### src/rtl/ovs_avg_pkg.sv
package ovs_avg_pkg;
    parameter int unsigned RAW_W   = 10;
    parameter int unsigned EXP_W   = 3;
    parameter int unsigned MAX_EXP = 6;

    localparam int unsigned ACC_W = RAW_W + MAX_EXP;
    localparam int unsigned CNT_W = MAX_EXP + 1;

    typedef logic [RAW_W-1:0] raw_t;
    typedef logic [EXP_W-1:0] exp_t;
    typedef logic [ACC_W-1:0] acc_t;
    typedef logic [CNT_W-1:0] cnt_t;

    function automatic exp_t limit_exp(exp_t e);
        if (e > exp_t'(MAX_EXP)) return exp_t'(MAX_EXP);
        return e;
    endfunction
endpackage

### src/rtl/ovs_cfg_latch.sv
module ovs_cfg_latch
    import ovs_avg_pkg::*;
(
    input  logic clk,
    input  logic rst_n,
    input  logic step_start,
    input  exp_t exp_in,
    output exp_t exp_q
);
    typedef struct packed {
        exp_t exp;
    } cfg_st_t;

    cfg_st_t st_d, st_q;

    always_comb begin
        st_d = st_q;
        if (step_start) begin
            st_d.exp = limit_exp(exp_in);
        end
    end

    always_ff @(posedge clk or negedge rst_n) begin
        if (!rst_n) begin
            st_q <= '0;
        end else begin
            st_q <= st_d;
        end
    end

    assign exp_q = st_q.exp;
endmodule

### src/rtl/ovs_accum.sv
module ovs_accum
    import ovs_avg_pkg::*;
(
    input  logic clk,
    input  logic rst_n,
    input  logic clear,
    input  logic accept,
    input  raw_t raw,
    input  exp_t exp,
    output logic last,
    output acc_t total
);
    typedef struct packed {
        acc_t acc;
        cnt_t cnt;
    } acc_st_t;

    acc_st_t st_d, st_q;
    cnt_t    target;
    cnt_t    cnt_next;

    assign target   = cnt_t'(1) << exp;
    assign cnt_next = st_q.cnt + cnt_t'(1);
    assign last     = (cnt_next == target);
    assign total    = st_q.acc + acc_t'(raw);

    always_comb begin
        st_d = st_q;
        if (clear) begin
            st_d.acc = '0;
            st_d.cnt = '0;
        end else if (accept) begin
            if (last) begin
                st_d.acc = '0;
                st_d.cnt = '0;
            end else begin
                st_d.acc = total;
                st_d.cnt = cnt_next;
            end
        end
    end

    always_ff @(posedge clk or negedge rst_n) begin
        if (!rst_n) begin
            st_q <= '0;
        end else begin
            st_q <= st_d;
        end
    end
endmodule

### src/rtl/ovs_seq_ctrl.sv
module ovs_seq_ctrl (
    input  logic clk,
    input  logic rst_n,
    input  logic step_start,
    input  logic raw_valid,
    input  logic last,
    output logic accept,
    output logic finish,
    output logic busy
);
    typedef struct packed {
        logic busy;
    } ctl_st_t;

    ctl_st_t st_d, st_q;

    assign accept = st_q.busy & raw_valid & ~step_start;
    assign finish = accept & last;

    always_comb begin
        st_d = st_q;
        if (step_start) begin
            st_d.busy = 1'b1;
        end else if (finish) begin
            st_d.busy = 1'b0;
        end
    end

    always_ff @(posedge clk or negedge rst_n) begin
        if (!rst_n) begin
            st_q <= '0;
        end else begin
            st_q <= st_d;
        end
    end

    assign busy = st_q.busy;
endmodule

### src/rtl/ovs_result.sv
module ovs_result
    import ovs_avg_pkg::*;
(
    input  logic clk,
    input  logic rst_n,
    input  logic finish,
    input  acc_t total,
    input  exp_t exp,
    output logic res_valid,
    output raw_t res_data
);
    typedef struct packed {
        logic valid;
        raw_t data;
    } res_st_t;

    res_st_t st_d, st_q;
    acc_t    shifted;

    assign shifted = total >> exp;

    always_comb begin
        st_d       = st_q;
        st_d.valid = finish;
        if (finish) begin
            st_d.data = shifted[RAW_W-1:0];
        end
    end

    always_ff @(posedge clk or negedge rst_n) begin
        if (!rst_n) begin
            st_q <= '0;
        end else begin
            st_q <= st_d;
        end
    end

    assign res_valid = st_q.valid;
    assign res_data  = st_q.data;
endmodule

### src/rtl/ovs_avg.sv
module ovs_avg
    import ovs_avg_pkg::*;
(
    input  logic                  clk,
    input  logic                  rst_n,
    input  logic [EXP_W-1:0]      avg_exp_i,
    input  logic                  step_start_i,
    input  logic                  raw_valid_i,
    input  logic [RAW_W-1:0]      raw_data_i,
    output logic                  conv_req_o,
    output logic                  res_valid_o,
    output logic [RAW_W-1:0]      res_data_o
);
    exp_t exp_q;
    logic accept;
    logic finish;
    logic last;
    acc_t total;

    ovs_cfg_latch u_cfg (
        .clk        (clk),
        .rst_n      (rst_n),
        .step_start (step_start_i),
        .exp_in     (avg_exp_i),
        .exp_q      (exp_q)
    );

    ovs_seq_ctrl u_ctl (
        .clk        (clk),
        .rst_n      (rst_n),
        .step_start (step_start_i),
        .raw_valid  (raw_valid_i),
        .last       (last),
        .accept     (accept),
        .finish     (finish),
        .busy       (conv_req_o)
    );

    ovs_accum u_acc (
        .clk    (clk),
        .rst_n  (rst_n),
        .clear  (step_start_i),
        .accept (accept),
        .raw    (raw_data_i),
        .exp    (exp_q),
        .last   (last),
        .total  (total)
    );

    ovs_result u_res (
        .clk       (clk),
        .rst_n     (rst_n),
        .finish    (finish),
        .total     (total),
        .exp       (exp_q),
        .res_valid (res_valid_o),
        .res_data  (res_data_o)
    );
endmodule

### config.mk
export PLATFORM = sky130hd
export DESIGN_NAME = ovs_avg
export DESIGN_NICKNAME = d
export VERILOG_FILES = /design/src/rtl/ovs_avg_pkg.sv /design/src/rtl/ovs_cfg_latch.sv /design/src/rtl/ovs_accum.sv /design/src/rtl/ovs_seq_ctrl.sv /design/src/rtl/ovs_result.sv /design/src/rtl/ovs_avg.sv
export SDC_FILE = /design/constraint.sdc
export NUM_CORES = 1
export LEC_CHECK = 0
export BUFFER_PORTS_ARGS = -buffer_cell sky130_fd_sc_hd__buf_2
export CAP_MARGIN = 40
export CORE_UTILIZATION = 65
export CTS_CLUSTER_DIAMETER = 80
export DETAILED_ROUTE_END_ITERATION = 7
export PLACE_DENSITY = 0.85
export SYNTH_ARGS = -nofsm -noshare
export SYNTH_HDL_FRONTEND = slang
export SYNTH_HIERARCHICAL = 1
export SYNTH_SLANG_ARGS = --single-unit
### constraint.sdc
create_clock -name clk -period 5.7 [get_ports clk]
set_input_delay 1.14 -clock clk [delete_from_list [all_inputs] [get_ports clk]]
set_output_delay 1.14 -clock clk [all_outputs]
set_load 0.005 [all_outputs]
==> results, run 1 <==
- The endpoint class of the critical path is a flip-flop.
- In the synthesized netlist the async set-or-reset flop fraction comes to 100%.
- The summed instance area of the synthesized netlist is 3080 um2.
- TritonCTS built the clock tree.
- The number of slew-limit violations in the final report is 0.
- The clock-pin transition on the worst setup and hold timing paths is 0.07 ns.
- The normalized max-slew margin is 45.8%.
- The total power after layout is 821 uW.
- The layout overhead on the synthesized area is 7.07%.
- Routability-driven placement finished with a final weighted congestion of 0.897.
- The mean number of vias per cell is 6.64.
- The tightest min-delay check is of the flip-flop to flip-flop type.
- The wire length of the first global-routing pass is 11.7 mm.
- For this design the static power due to leakage is 1.46 nW.
- For this design, the CTS-stage hold fixing added 0 buffers.
- The number of enable flip-flop cells after synthesis is 0.
- Setup violations remaining at the end of the flow were counted as 0.
- The total overflow reported by the global router is 0.
- Fill cells in the final layout number 328.
- The critical-path maximum fanout is 5.
- The number of placed cells counting well taps is 394.
- STA puts the critical path data required time at 5.87 ns.
- The portion of the clock cycle consumed by the worst path in the final layout is 68.9%.
- The floorplan step defined a die boundary enclosing 5020 um2.
- After clock tree synthesis, the repair step resized 0 gates.
- The number of buffers inserted during clock tree synthesis is 5.
- STA puts the critical path data arrival time at 4.10 ns.
- The HPWL reported at the end of detailed placement is 4.93 mm.
- The top-level I/O count is 29.
- The routed layout has 2669 vias.
- The total number of nets in the final design is 378.
- The count of input and output buffers is 28.
- Dividing total power by cell area gives a power density of 249 nW/um2.
- The all-layer global routing usage is 29.5%.
- Synthesis instantiated 65 different standard cells from the library.
- The final clock skew is 0.0135 ns.
- The number of antenna diodes in the final layout is 0.
- The via count of the first global-routing pass is 2537.
- The total count of hold-check failures in the final report is 0.
- Counting flops and latches in the post-synthesis netlist gives 38.
- In the final layout, the share of cells above drive strength 1 is 18.3%.
- The warning count from the yosys run is 6.
- The finished cells cover 3300 um2.
- For this configuration, the core starts out at a cell density of 69.3%.
- The number of antenna violations at the first check in global routing is 0.
- The flow ran to the end, and the final reports show no timing, DRC or antenna violations.
- The row count is 24.
- The shortest clock period the worst path allows after layout is 3.93 ns.
- The core outline area is 4440 um2.
- The first routing iteration left 195 violations.
- The DRC violation count after routing is 0.
- Setup repair after global routing left no endpoint under its margin.
- The clock net in this run drives a total of 38 sinks.
- The startpoint type of the worst setup path is an input pin.
- The share of synthesized area occupied by flip-flops and latches is 30.9%.
- The critical path in this run is classified as input pin to flip-flop.
- Synthesis produced 333 cells.
- For this block, the routed nets add up to 7.02 mm of wire.
- In the synthesized netlist the dominant register cell turns out to be dfrtp_1.
- After detailed routing, the average wire length per cell comes to 17.5 um.
- The post-synthesis net count is 362.
- The detailed-router iteration count before antenna repair is 7.
- The detail route stage leaves a number of antenna-violating nets equal to 0.
- IR analysis of the VDD net gives a maximum drop of 0.130 mV.
- For the pin with the worst max-slew slack, the measured transition is 0.811 ns.
- The maximum number of buffers from clock root to sink is 2.
- The tool flagged a number of max-cap violations equal to 0.
- The maximum number of pins on one net before global-route repair is 32.
- The later pin in the worst-skew pair is clocked with a latency of 0.30 ns.
- From left edge to right edge, the die measures 70.8 um.
- In this run the mean area of a mapped cell was 9.25 um2.
- The filler-free cell count of the finished design is 402.
- The placed instances occupy a cell area of 3210 um2.
- From bottom edge to top edge, the die measures 70.8 um.
- The H-tree generated during clock tree synthesis spans 2 levels.
- Static timing analysis puts the maximum clock frequency at 255 MHz.
- The number of setup buffers added after CTS is 0.
- The cell at the root of the clock tree is clkbuf_8.
- The total negative setup slack is 0 ns.
[state kept, by name, indices dropped and copies added, names as in the netlist]
signal / cells
u_res/res_valid: 1
u_acc/st_q: 23
u_res/res_data: 10
u_ctl/busy: 1
u_cfg/exp_q: 3
[critical path, cell delays in order]
cell and delay (ns):
buf_2 0.10, ha_1 0.23, fa_1 0.44, a211oi_1 0.34, o21ai_0 0.17, a41oi_1 0.47, xnor2_1 0.21, mux4_2 0.51
a222oi_1 0.37, a21oi_1 0.11
[kinds of logic after synthesis]
group / Yosys count / synth area share (%)
mux: 32 / 12.0
xor+xnor: 17 / 4.83
flops: 38 / 30.9
simple gates: 106 / 19.0
buf+inv: 30 / 4.79
fa+ha+maj: 12 / 5.12
compound gates: 98 / 23.4
[cell usage after synthesis (2+ instances only)]
cell	number	share of area (%)
nand3b_1	3	0.73
nor3b_1	2	0.49
a31oi_1	3	0.61
a32o_1	8	2.6
a21o_1	6	1.5
a22oi_1	13	3.2
nor2b_1	11	2.2
a2111oi_0	3	0.85
or3_1	3	0.61
nor4_1	5	1.0
and2_1	2	0.41
nor4bb_1	2	0.65
o21ai_0	13	2.1
inv_1	6	0.73
a222oi_1	3	0.97
ha_1	11	4.5
dfrtp_1	38	31
a21oi_1	13	2.1
o211ai_1	2	0.49
nand4_1	2	0.41
buf_2	6	0.97
nand3_1	6	0.97
nor4b_1	2	0.57
a31o_2	6	1.7
clkbuf_1	12	1.5
and3_1	5	1.0
o21bai_1	4	0.97
o41ai_1	2	0.57
nor3_1	2	0.32
o32ai_1	4	1.1
mux2_2	9	3.3
xor2_1	7	2.0
a211oi_1	4	0.97
nand2_1	22	2.7
o21a_1	2	0.49
nor2_1	26	3.2
buf_6	3	1.1
mux4_2	3	2.2
nand2b_1	5	1.0
xnor2_1	10	2.8
mux2i_1	20	6.5
[layout make-up]
type                            instances  area (um2)  share of cell area [%]
Clock inverter                          1        5.00                   0.152
Timing Repair Buffer                   32         183                    5.54
Inverter                                7        26.3                   0.797
Clock buffer                            7        86.3                    2.62
Sequential cell                        38         951                    28.8
Multi-Input combinational cell        265        1980                    60.1
Tap cell                               52        65.1                    1.97
[report_power, final]
| part | switching [mW] | total [mW] | internal (mW) |
|---|---|---|---|
| logic | 0.148 | 0.286 | 0.138 |
| clock network | 0.0969 | 0.195 | 0.0977 |
| registers | 0.0294 | 0.341 | 0.311 |
| total | 0.274 | 0.821 | 0.547 |
[final timing paths]
path / start / endpoint / slack [ns] / cells after the start
hold / removal: u_acc/st_q[7] / u_acc/st_q[7] / 0.49 / 2
hold reg to reg: u_acc/st_q[7] / u_acc/st_q[7] / 0.49 / 2
min in group asynchronous: rst_n / u_res/res_data[1] / 0.68 / 1
max in group asynchronous: rst_n / u_acc/st_q[1] / 4.58 / 2
setup reg to reg: u_acc/st_q[0] / u_res/res_data[5] / 2.01 / 11
setup / recovery: raw_data_i[0] / u_res/res_data[7] / 1.77 / 10
[layout by cell type (no fill, tap or decap), types with 7 or more instances in the layout]
| cell | synthesis | routed |
|---|---|---|
| nor2b_1 | 11 | 11 |
| xor2_1 | 7 | 7 |
| buf_2 | 6 | 28 |
| xnor2_1 | 10 | 10 |
| nand2_1 | 22 | 22 |
| dfrtp_1 | 38 | 38 |
| nor2_1 | 26 | 26 |
| a21oi_1 | 13 | 13 |
| mux2_2 | 9 | 9 |
| a32o_1 | 8 | 8 |
| o21ai_0 | 13 | 13 |
| ha_1 | 11 | 11 |
| mux2i_1 | 20 | 20 |
| a22oi_1 | 13 | 13 |
[metal layers]
layer / vias to the layer above / global-route usage (%) / part of all wire [%]
met1: 1265 / 38.4 / 45
met5: - / 0 / 0
met2: 80 / 48.7 / 48
met3: 13 / 4.84 / 4.5
li1: 1311 / - / -
met4: 0 / 13.1 / 1.8
[per-stage QoR]
step	util, %	worst slack, ns	hold WS (ns)
4_1_cts	74.2	1.80	0.500
6_report	74.2	1.77	0.495
2_1_floorplan	-	1.93	0.454
5_1_grt	74.2	1.51	0.522
3_3_place_gp	71.7	1.59	0.483
3_5_place_dp	72.2	1.52	0.484
No activity file was read; power rests on OpenSTA's default activity.
==> run 2, diff against run 1 <==
- ABC_AREA: default -> 1
- CORE_UTILIZATION: 65 -> 54
- PLACE_DENSITY: 0.85 -> 0.76
- clock period: 5.7 -> 3.22 ns (I/O delays scaled with it)
==> results, run 2 <==
- Outcome: finished, final reports clean (unchanged).
- The post-synthesis register bit count is 38 (unchanged).
- The top-level I/O count is 29 (unchanged).
- The class of the most critical hold timing path was input pin to asynchronous set/reset pin (was flip-flop to flip-flop).
- The number of slew-limit violations in the final report is 0 (unchanged).
- The most frequent standard cell in the layout excluding fill and tap cells is nand2_1 (was dfrtp_1).
- The critical-path cell with the highest stage delay is fa_1 (was mux4_2).
- The horizontal die dimension is 76.7 um (was 70.8 um).
- Highest-count cells in the layout ignoring fill and taps: nand2_1 (194), nand3_1 (80), inv_1 (39), dfrtp_1 (38), buf_2 (28) (was dfrtp_1 (38), buf_2 (28), nor2_1 (26), nand2_1 (22), mux2i_1 (20)).
- The adder-cell share of the synthesized area is 5.23% (was 5.12%).
- The layout overhead on the synthesized area is 9.55% (was 7.07%).
- The leading area contributor after synthesis is dfrtp_1 (unchanged).
- The transition time at the pin with the least slew margin is 0.540 ns (was 0.811 ns).
- The depth of the critical timing path with buffers and inverters included is 17 (was 10).
- The core outline area came to 5240 um2 (was 4440 um2).
- The share of synthesized area occupied by flip-flops and latches came to 31.5% (was 30.9%).
- The number of post-CTS setup repair buffers was 0 (unchanged).
- The DRC violation total after the first TritonRoute iteration is 255 (was 195).
- The peak ir drop on the vdd network came to 0.342 mV (was 0.130 mV).
- The flip-flop count of the largest register, all copies and words added was 23 (unchanged).
- The total count of hold-check failures in the final report is 0 (unchanged).
- Synth area leaders: dfrtp_1 (32%), nand2_1 (24%), nand3_1 (13%) (was dfrtp_1 (31%), mux2i_1 (6.5%), ha_1 (4.5%)).
- The final clock skew was 0.00866 ns (was 0.0135 ns).
- The number of buffers inserted during clock tree synthesis was 5 (unchanged).
- The post-synthesis net count is 489 (was 362).
- The dominant synthesized flop cell is dfrtp_1 (unchanged).
- Ranking of synthesized cells by instance count: nand2_1 (194), nand3_1 (80), inv_1 (39) (was dfrtp_1 (38), nor2_1 (26), nand2_1 (22)).
- The total overflow reported by the global router is 0 (unchanged).
- The critical path required time came to 3.41 ns (was 5.87 ns).
- The cell family with the largest share of critical-path delay is simple AND/OR/NAND/NOR gates (was compound AO/OA/AOI/OAI gates).
- The summed instance area of the synthesized netlist is 3010 um2 (was 3080 um2).
- The async set-reset flop share out of synthesis was 100% (unchanged).
- The startpoint type of the worst setup path is an input pin (unchanged).
- The endpoint class of the critical path was a flip-flop (unchanged).
- The clock latency on the worst-skew pair is 0.30 ns (about the same).
- The leading cell type by number of instances after synthesis was nand2_1 (was dfrtp_1).
- The clock-pin transition on the worst setup and hold timing paths is 0.08 ns (was 0.07 ns).
- The shortest clock period the worst path allows after layout is 2.37 ns.
- The starting density of the core was 57.5% (was 69.3%).
- The maximum number of pins on one net before global-route repair is 25 (was 32).
- The HPWL reported at the end of detailed placement is 5.59 mm (was 4.93 mm).
- The utilization of the core after routing is 63.0% (was 74.2%).
- The power per unit of standard cell area was 695 nW/um2 (was 249 nW/um2).
- The total number of vias is 3037 (was 2669).
- The critical path data arrival time came to 2.56 ns (was 4.10 ns).
- The count of input and output buffers is 28 (unchanged).
- The number of max-cap violations is 0 (unchanged).
- The row count is 26 (was 24).
- The register containing the most flip-flops in the final layout is u_acc/st_q (unchanged).
- The kind of critical path is input pin to flip-flop (unchanged).
- The die span in y is 76.7 um (was 70.8 um).
- RSZ-0062 raised after global routing: no (unchanged).
- The xor and xnor fraction of the mapped netlist area was 2.03% (was 4.83%).
- The total number of nets in the final design was 519 (was 378).
- The simple-gate share of the synthesized area is 47.7% (was 19.0%).
- The via count of the first global-routing pass is 2903 (was 2537).
- The fraction of post-synthesis cell area in the top cell type by area came to 31.5% (was 30.9%).
- The area fraction in compound gates after synthesis was 4.36% (was 23.4%).
- The antenna violation net count after detailed routing is 0 (unchanged).
- The number of enable flip-flop cells after synthesis is 0 (unchanged).
- The multiplexer fraction of the synthesized cell area is 0% (was 12.0%).
- The number of inserted diodes came to 0 (unchanged).
- The maximum number of buffers from clock root to sink is 2 (unchanged).
- The mean cell area of the mapped netlist is 6.55 um2 (was 9.25 um2).
- The worst-case reg-to-reg path depth came to 14 (was 11).
- The mean number of vias per cell is 5.43 (was 6.64).
- The clock tree from TritonCTS is built (unchanged).
- The leakage power came to 1.84 nW (was 1.46 nW).
- The final design area excluding fillers is 3300 um2 (about the same).
- The total negative setup slack is 0 ns (unchanged).
- The number of different library cells in the post-synthesis netlist is 33 (was 65).
- The post-cts resize count is 0 (unchanged).
- The wire length of the first global-routing pass is 13.3 mm (was 11.7 mm).
- The number of antenna violations at the first check in global routing was 0 (unchanged).
- CP cell instances: buf_2, ha_1, fa_1, nand3_1, nand2_1, nand3_1, nand2_1, nand2_1, nand2_1, nand2_1, nand2_1, nand2_1, nand3_1, nand3_1, nand2_1, nand2_1, nand2_1 (was buf_2, ha_1, fa_1, a211oi_1, o21ai_0, a41oi_1, xnor2_1, mux4_2, a222oi_1, a21oi_1).
- The DRC violation count after routing is 0 (unchanged).
- The all-layer global routing usage is 28.4% (was 29.5%).
- The H-tree depth reported by CTS is 2 (unchanged).
- The biggest cell delay along the critical path is 0.41 ns (was 0.51 ns).
- The main combinational cell family by area after synthesis is simple AND/OR/NAND/NOR gates (was compound AO/OA/AOI/OAI gates).
- The final routed wirelength across all metal layers was 7.40 mm (was 7.02 mm).
- The warning count from the yosys run was 6 (unchanged).
- The normalized max-slew margin was 64.0% (was 45.8%).
- The number of cells produced by synthesis is 460 (was 333).
- The critical path's most frequent cell is nand2_1.
- The critical-path maximum fanout is 4 (was 5).
- The routability congestion estimate from global placement came to 0.931 (was 0.897).
- The worst hold margin is 0.323 ns (was 0.495 ns).
- The placement-stage cell area is 3220 um2 (was 3210 um2).
- The floorplan die area is 5880 um2 (was 5020 um2).
- The count of buffer and inverter cells on the critical path is 1 (unchanged).
- The number of setup violations in the final report is 0 (unchanged).
- The clock net sink count is 38 (unchanged).
- Timing would allow up to 422 MHz.
- The detailed-router iteration count before antenna repair is 6 (was 7).
- The cell at the root of the clock tree is clkbuf_8 (unchanged).
- The wire length per cell after detailed routing is 13.2 um (was 17.5 um).
- The fraction of layout instances using a drive strength above 1 is 13.3% (was 18.3%).
- The number of buffers inserted by hold repair at cts is 0 (unchanged).
- The final critical path takes up 73.5% of the cycle.
run 2: cell types whose count changed after synthesis, moves of 9 or more:
cell | before | now
a22oi_1 | 13 | 0
nor2b_1 | 11 | 0
inv_1 | 6 | 39
mux2_2 | 9 | 0
clkbuf_1 | 12 | 2
nand3_1 | 6 | 80
mux2i_1 | 20 | 0
nor2_1 | 26 | 13
nand2_1 | 22 | 194
run 2: logic make-up (layout without fill, tap and decap cells):
family,Yosys count,after routing
compound gates,24,24
xor+xnor,7,7
fa+ha+maj,12,12
buf+inv,58,87
flops,38,38
simple gates,321,321
run 2: layer usage:
layer | GRT usage (%) | share of wire (%)
met1 | 38.3 | 45
met2 | 46.8 | 47
met3 | 4.64 | 6.5
met4 | 8.27 | 1.4
met5 | 0 | 0
run 2: cell type report:
| class | count | area, um2 |
|---|---|---|
| fillers | 505 | 1940 |
| multi-input cells | 364 | 1790 |
| flip-flops and latches | 38 | 951 |
| repair buffers | 36 | 220 |
| inverters | 45 | 174 |
| well taps | 70 | 87.6 |
| clock buffers | 6 | 82.6 |
run 2: worst paths after layout:
kind | startpoint | to | slack [ns]
worst max-delay path | raw_data_i[0] | u_res/res_data[8] | 0.85
max in group asynchronous | rst_n | u_acc/st_q[8] | 2.41
worst max register to register | u_acc/st_q[0] | u_res/res_data[3] | 0.91
worst min register to register | u_res/res_data[4] | u_res/res_data[4] | 0.48
min in group clk | u_res/res_data[4] | u_res/res_data[4] | 0.48
worst min-delay path | rst_n | u_res/res_data[8] | 0.32
run 2: stage by stage:
step	worst slack (ns)	instances	power (mW)
global route	0.578	559	2.52
detailed placement	0.553	553	1.96
finish	0.852	559	2.29
global placement	0.586	552	1.93
CTS	0.864	559	2.29
floorplan	0.903	460	1.64
run 2: worst reg2reg max path, cell delays in order, from the launching register on:
cell      delay [ns]
dfrtp_1         0.44
ha_1            0.28
nand2_1         0.12
nor2_2          0.13
nand3_1         0.08
nand2_1         0.09
nor2_1          0.05
nor2_2          0.16
nand3_4         0.10
inv_1           0.08
nand4_1         0.12
inv_1           0.09
clkinv_1        0.25
nand2_1         0.14
nand2_1         0.07
run 2: report_power, final:
group	switching, mW	total [mW]	internal (mW)	leakage [nW]
logic	0.800	1.24	0.442	1.30
registers	0.108	0.721	0.612	0.498
clock network	0.165	0.331	0.165	0.0431
total	1.07	2.29	1.22	1.84
